`config.mk`:
```
export PLATFORM = sky130hd
export DESIGN_NAME = pmu_counter_bank
export DESIGN_NICKNAME = d
export VERILOG_FILES = /design/src/rtl/pmu_counter_bank.sv
export SDC_FILE = /design/constraint.sdc
export NUM_CORES = 1
export LEC_CHECK = 0
export ABC_AREA = 1
export BUFFER_PORTS_ARGS = -buffer_cell sky130_fd_sc_hd__clkbuf_2
export CORE_AREA = 2 2 206 208
export CTS_CLUSTER_SIZE = 40
export DETAILED_ROUTE_END_ITERATION = 10
export DIE_AREA = 0 0 208 210
export PLACE_DENSITY = 0.72
export RECOVER_POWER = 100
export SLEW_MARGIN = 20
export SYNTH_ARGS = -nofsm -noshare
export SYNTH_HDL_FRONTEND = slang
export SYNTH_SLANG_ARGS = --single-unit
```
`constraint.sdc`:
```
create_clock -name clk -period 9.4 [get_ports clk]
set_input_delay 0 -clock clk [delete_from_list [all_inputs] [get_ports clk]]
set_output_delay 0 -clock clk [all_outputs]
set_load 0.005 [all_outputs]
```
`src/rtl/pmu_counter_bank.sv`:
```
module pmu_counter_bank #(
  parameter int NUM_CTR       = 4,
  parameter int CTR_W         = 64,
  parameter int ZERO_BOUND_OK = 1,
  localparam int BW           = $clog2(NUM_CTR + 1)
) (
  input  logic                       clk,
  input  logic                       rst_n,
  input  logic [NUM_CTR-1:0]         evt_pulse,
  input  logic [NUM_CTR-1:0]         ctr_en,
  input  logic                       cyc_en,
  input  logic                       at_hyp,
  input  logic [BW-1:0]              bound,
  input  logic                       hyp_en,
  input  logic                       hyp_freeze,
  input  logic                       hyp_long,
  input  logic                       hyp_prohibit,
  input  logic                       cyc_prohibit_dp,
  input  logic                       cyc_hyp_dis,
  input  logic [NUM_CTR-1:0]         ctr_clr,
  input  logic                       cyc_clr,
  input  logic [NUM_CTR-1:0]         ovf_clr,
  output logic [NUM_CTR*CTR_W-1:0]   ctr_val,
  output logic [CTR_W-1:0]           cyc_val,
  output logic [NUM_CTR-1:0]         ovf
);
  localparam int HALF = CTR_W / 2;

  logic [BW-1:0]      eff_b;
  logic [NUM_CTR-1:0] upper, inc, wrap;
  logic               hi_ovf, hi_gate, cyc_run;
  logic [CTR_W-1:0]   cnt [NUM_CTR];

  assign eff_b = (bound > BW'(NUM_CTR)) ? BW'(NUM_CTR) :
                 (bound == '0 && ZERO_BOUND_OK == 0) ? BW'(NUM_CTR) : bound;
  assign hi_ovf  = |(ovf & upper);
  assign hi_gate = hyp_en & ~(hyp_freeze & hi_ovf) & ~(hyp_prohibit & at_hyp);
  assign cyc_run = cyc_en & ~(at_hyp & cyc_hyp_dis) & ~(at_hyp & hyp_prohibit & cyc_prohibit_dp);

  for (genvar i = 0; i < NUM_CTR; i++) begin : g_ctr
    assign upper[i] = BW'(i) >= eff_b;
    assign inc[i]   = evt_pulse[i] & ctr_en[i] & (~upper[i] | hi_gate);
    assign wrap[i]  = inc[i] & ~ctr_clr[i] &
                      ((upper[i] & hyp_long) ? (&cnt[i]) : (&cnt[i][HALF-1:0]));
    assign ctr_val[i*CTR_W +: CTR_W] = cnt[i];

    always_ff @(posedge clk) begin
      if (!rst_n)          cnt[i] <= '0;
      else if (ctr_clr[i]) cnt[i] <= '0;
      else if (inc[i])     cnt[i] <= cnt[i] + 1'b1;
    end

    always_ff @(posedge clk) begin
      if (!rst_n)          ovf[i] <= 1'b0;
      else if (wrap[i])    ovf[i] <= 1'b1;
      else if (ovf_clr[i]) ovf[i] <= 1'b0;
    end


    hyp_en_gate_chk: assert property (@(posedge clk) disable iff (!rst_n)
      (upper[i] && !hyp_en && !ctr_clr[i]) |=> $stable(cnt[i]));

    freeze_hold_chk: assert property (@(posedge clk) disable iff (!rst_n)
      (upper[i] && hyp_freeze && hi_ovf && !ctr_clr[i]) |=> $stable(cnt[i]));

    prohibit_hold_chk: assert property (@(posedge clk) disable iff (!rst_n)
      (upper[i] && hyp_prohibit && at_hyp && !ctr_clr[i]) |=> $stable(cnt[i]));

    clear_wins_chk: assert property (@(posedge clk) disable iff (!rst_n)
      ctr_clr[i] |=> (cnt[i] == '0));

    sticky_ovf_chk: assert property (@(posedge clk) disable iff (!rst_n)
      (ovf[i] && !ovf_clr[i]) |=> ovf[i]);
  end

  always_ff @(posedge clk) begin
    if (!rst_n)       cyc_val <= '0;
    else if (cyc_clr) cyc_val <= '0;
    else if (cyc_run) cyc_val <= cyc_val + 1'b1;
  end


  cyc_hyp_dis_chk: assert property (@(posedge clk) disable iff (!rst_n)
    (at_hyp && cyc_hyp_dis && !cyc_clr) |=> $stable(cyc_val));

  cyc_step_chk: assert property (@(posedge clk) disable iff (!rst_n)
    (cyc_en && !at_hyp && !cyc_clr) |=> (cyc_val == $past(cyc_val) + 1'b1));
endmodule

```
==> flow_metrics.env <==
export IMPL_status="complete, but fails checks"
export IMPL_violations="capacitance limit, slew limit"
export IMPL_fillers=4134
export IMPL_cts_buffer_depth=3
export IMPL_worst_pin_slew_ns=3.61
export IMPL_slowest_stage="clkbuf_1"
export IMPL_synth_edff_count=256
export IMPL_postSynthNetCount=2824
export IMPL_stdcell_count=3741
export IMPL_arrival_ns=5.68
export IMPL_gr_total_overflow=0
export IMPL_stdcell_area_sq_mm=0.0239
export IMPL_crit_path_max_incr_delay_ns=2.55
export IMPL_grt_pass1_wl_um=110000
export IMPL_synth_fa_ha_area_share_pct=0.304
export IMPL_start_util_pct=49.5
export IMPL_finalSetupViolations=0
export IMPL_dr_pass1_iters=6
export IMPL_synth_top_family_by_area="simple AND/OR/NAND/NOR gates"
export IMPL_via_per_inst=5.46
export IMPL_root_buffer="clkbuf_16"
export IMPL_cp_end_kind="flip-flop"
export IMPL_area_delta_synth_final_pct=16.5
export IMPL_clk_latency_ns=0.56
export IMPL_synth_mux_area_share_pct=0
export IMPL_core_sq_mm=0.0415
export IMPL_drt_total_wl_um=71000
export IMPL_fin_crit_ns=5.60
export IMPL_cts_resized=0
export IMPL_synth_most_common_cell="nand2_1"
export IMPL_worst_hold_path_type="input port to flip-flop"
export IMPL_cts_tree="done"
export IMPL_crit_type="flip-flop to flip-flop"
export IMPL_synth_area_sq_mm=0.0205
export IMPL_die_area_sq_mm=0.0437
export IMPL_nets=3210
export IMPL_rows=75
export IMPL_synthFlopType="edfxtp_1"
export IMPL_ys_seq_area_share_pct=44.0
export IMPL_synth_compound_area_share_pct=3.68
export IMPL_synth_common_cells="756 x nand2_1, 662 x nor2_1, 256 x edfxtp_1, 221 x inv_1, 138 x nand3_1"
export IMPL_timing_final_crit_share_pct=59.6
export IMPL_required_ns=9.49
export IMPL_fin_util_pct=57.7
export IMPL_timing_hold_ws_ns=0.0726
export IMPL_vias=20400
export IMPL_path_common_cell="nand2_1"
export IMPL_cp_cell_sequence="o21bai_1, nand2_1, nand3_1, nand2_1, nand3_1, nand2_1, nand3_2, clkbuf_1, nand2_2, clkbuf_1"
export IMPL_power_density_mw_per_mm2=144
export IMPL_synth_warning_count=0
export IMPL_ant_nets=0
export IMPL_placed_cells=3657
export IMPL_synth_simple_area_share_pct=39.4
export IMPL_antenna_found_initial=0
export IMPL_synthTopCellsByArea="edfxtp_1 37%, nand2_1 14%, nor2_1 12%"
export IMPL_post_synth_cell_area_avg_sq_um=7.37
export IMPL_grt_pass1_vias=19500
export IMPL_tns_ns=0
export IMPL_dpl_hpwl_um=55900
export IMPL_cts_setup_buffers=0
export IMPL_netlist_area_leader_share_pct=37.4
export IMPL_rrSetupSlack_ns=3.80
export IMPL_worstPathMaxFanout=65
export IMPL_die_y_um=210
export IMPL_post_route_drc_count=0
export IMPL_drt_iter0_drc=1878
export IMPL_critPathBufInv=2
export IMPL_startpoint_type="flip-flop"
export IMPL_report_final_slew_viol_count=458
export IMPL_port_buffer_count=353
export IMPL_async_flop_share_pct=0
export IMPL_hold_violations=0
export IMPL_max_freq_mhz=179
export IMPL_drv_cap=7
export IMPL_layout_drive_gt1_share_pct=10.1
export IMPL_wl_per_cell_um=19.0
export IMPL_cts_sinks=324
export IMPL_path_delay_family="buffers and inverters"
export IMPL_htreeDepth=2
export IMPL_max_slew_margin_pct=-141
export IMPL_ys_ff_latch=324
export IMPL_die_x_um=208
export IMPL_leakage_nw=7.80
export IMPL_synth_cell_types=39
export IMPL_rsz0062_at_grt="no"
export IMPL_ir_drop_v=0.000112
export IMPL_syn_inst=2789
export IMPL_grt_max_degree=66
export IMPL_place_congestion=0.975
export IMPL_skew_ns=0.0123
export IMPL_boundaryPins=354
export IMPL_synthXorXnorAreaFrac_pct=7.50
export IMPL_grt_usage_pct=31.9
export IMPL_yosys_area_top_type="edfxtp_1"
export IMPL_clkTransAtPathRegs_ns=0.06
export IMPL_placed_area_sq_mm=0.0229
export IMPL_cts_buffers=38
[report_power, final]
group	total, W	internal [W]	switching, W
registers	0.00170	0.00161	0.0000915
clock network	0.00153	0.000904	0.000629
logic	0.000208	0.0000724	0.000135
[state kept, by name, summed over array words and instances (netlist names)]
name and cells:
ovf 4, cnt 256, cyc_val 64
[per-stage QoR]
stage / power, W / setup slack (ns)
2_1_floorplan: 0.00180 / 6.37
3_3_place_gp: 0.00193 / 6.46
3_5_place_dp: 0.00194 / 6.35
4_1_cts: 0.00347 / 6.30
5_1_grt: 0.00354 / 3.38
6_report: 0.00344 / 3.80
[final timing paths]
kind                                               from                       end  cells past startpoint
worst min-delay path                    cyc_prohibit_dp  cyc_val[54]$_SDFFE_PP0P_                      6
worst max register to register      ovf[1]$_SDFFE_PN0P_  cnt[3][47]$_SDFFCE_PN0P_                     10
worst min register to register  cyc_val[5]$_SDFFE_PP0P_   cyc_val[5]$_SDFFE_PP0P_                      2
worst max-delay path                ovf[1]$_SDFFE_PN0P_  cnt[3][47]$_SDFFCE_PN0P_                     10
[cells in the final DEF, fill, tap and decap left out, types with 4 or more instances in the layout]
| cell type | n |
|---|---|
| nor3_1 | 109 |
| nand2_2 | 13 |
| inv_1 | 221 |
| nand3_2 | 7 |
| o21ai_0 | 23 |
| nand3b_1 | 7 |
| or2_2 | 13 |
| clkbuf_1 | 188 |
| dlygate4sd3_1 | 17 |
| ha_1 | 5 |
| or2_1 | 5 |
| clkbuf_16 | 40 |
| nor2_1 | 678 |
| xor2_1 | 120 |
| edfxtp_1 | 256 |
| nand3_1 | 141 |
| nor2_4 | 7 |
| nor3_2 | 8 |
| xnor2_1 | 56 |
| inv_2 | 10 |
| or2_0 | 20 |
| bufinv_16 | 4 |
| clkinv_1 | 4 |
| dfxtp_1 | 68 |
| a21oi_1 | 115 |
| clkinv_2 | 7 |
| clkbuf_2 | 174 |
| nand4_1 | 73 |
| nor2_2 | 21 |
| nand2_1 | 757 |
[logic make-up (layout without fill, tap and decap cells)]
kind of cell | Yosys count | in the layout
compound gates | 147 | 147
xor+xnor | 176 | 176
fa+ha+maj | 5 | 5
buf+inv | 266 | 678
flops | 324 | 324
other cells | 0 | 1
simple gates | 1871 | 1871
[per-layer routing]
metal  global-route usage [%]  part of all wire [%]
met5                        0                     0
met4                     12.8                   3.8
met3                     5.27                   8.0
met2                     51.1                    45
met1                     43.3                    43
[final cells by class]
type | instances | area [sq um] | area share [%]
multi-input cells | 2199 | 10300 | 43.1
well taps | 539 | 674 | 2.82
repair buffers | 380 | 1760 | 7.36
clock buffers | 45 | 1040 | 4.34
flip-flops and latches | 324 | 9050 | 37.8
clock inverters | 21 | 229 | 0.956
diodes | 1 | 2.50 | 0.0104
inverters | 232 | 871 | 3.64
[worst register-to-register path, cell delays in order, from the launching register on]
cell and delay [ns]:
dfxtp_1 0.32, o21bai_1 0.16, nand2_1 0.06, nand3_1 0.08
nand2_1 0.07, nand3_1 0.12, nand2_1 0.21, nand3_2 0.07
clkbuf_1 1.08, nand2_2 0.30, clkbuf_1 2.55
[timing repair]
action / 4_1_cts / 5_1_grt
endpoints found under the setup margin: 0 / 0
hold endpoints to repair: 32 / 0
hold buffers: 17 / 0
No activity file was read; power rests on OpenSTA's default activity.
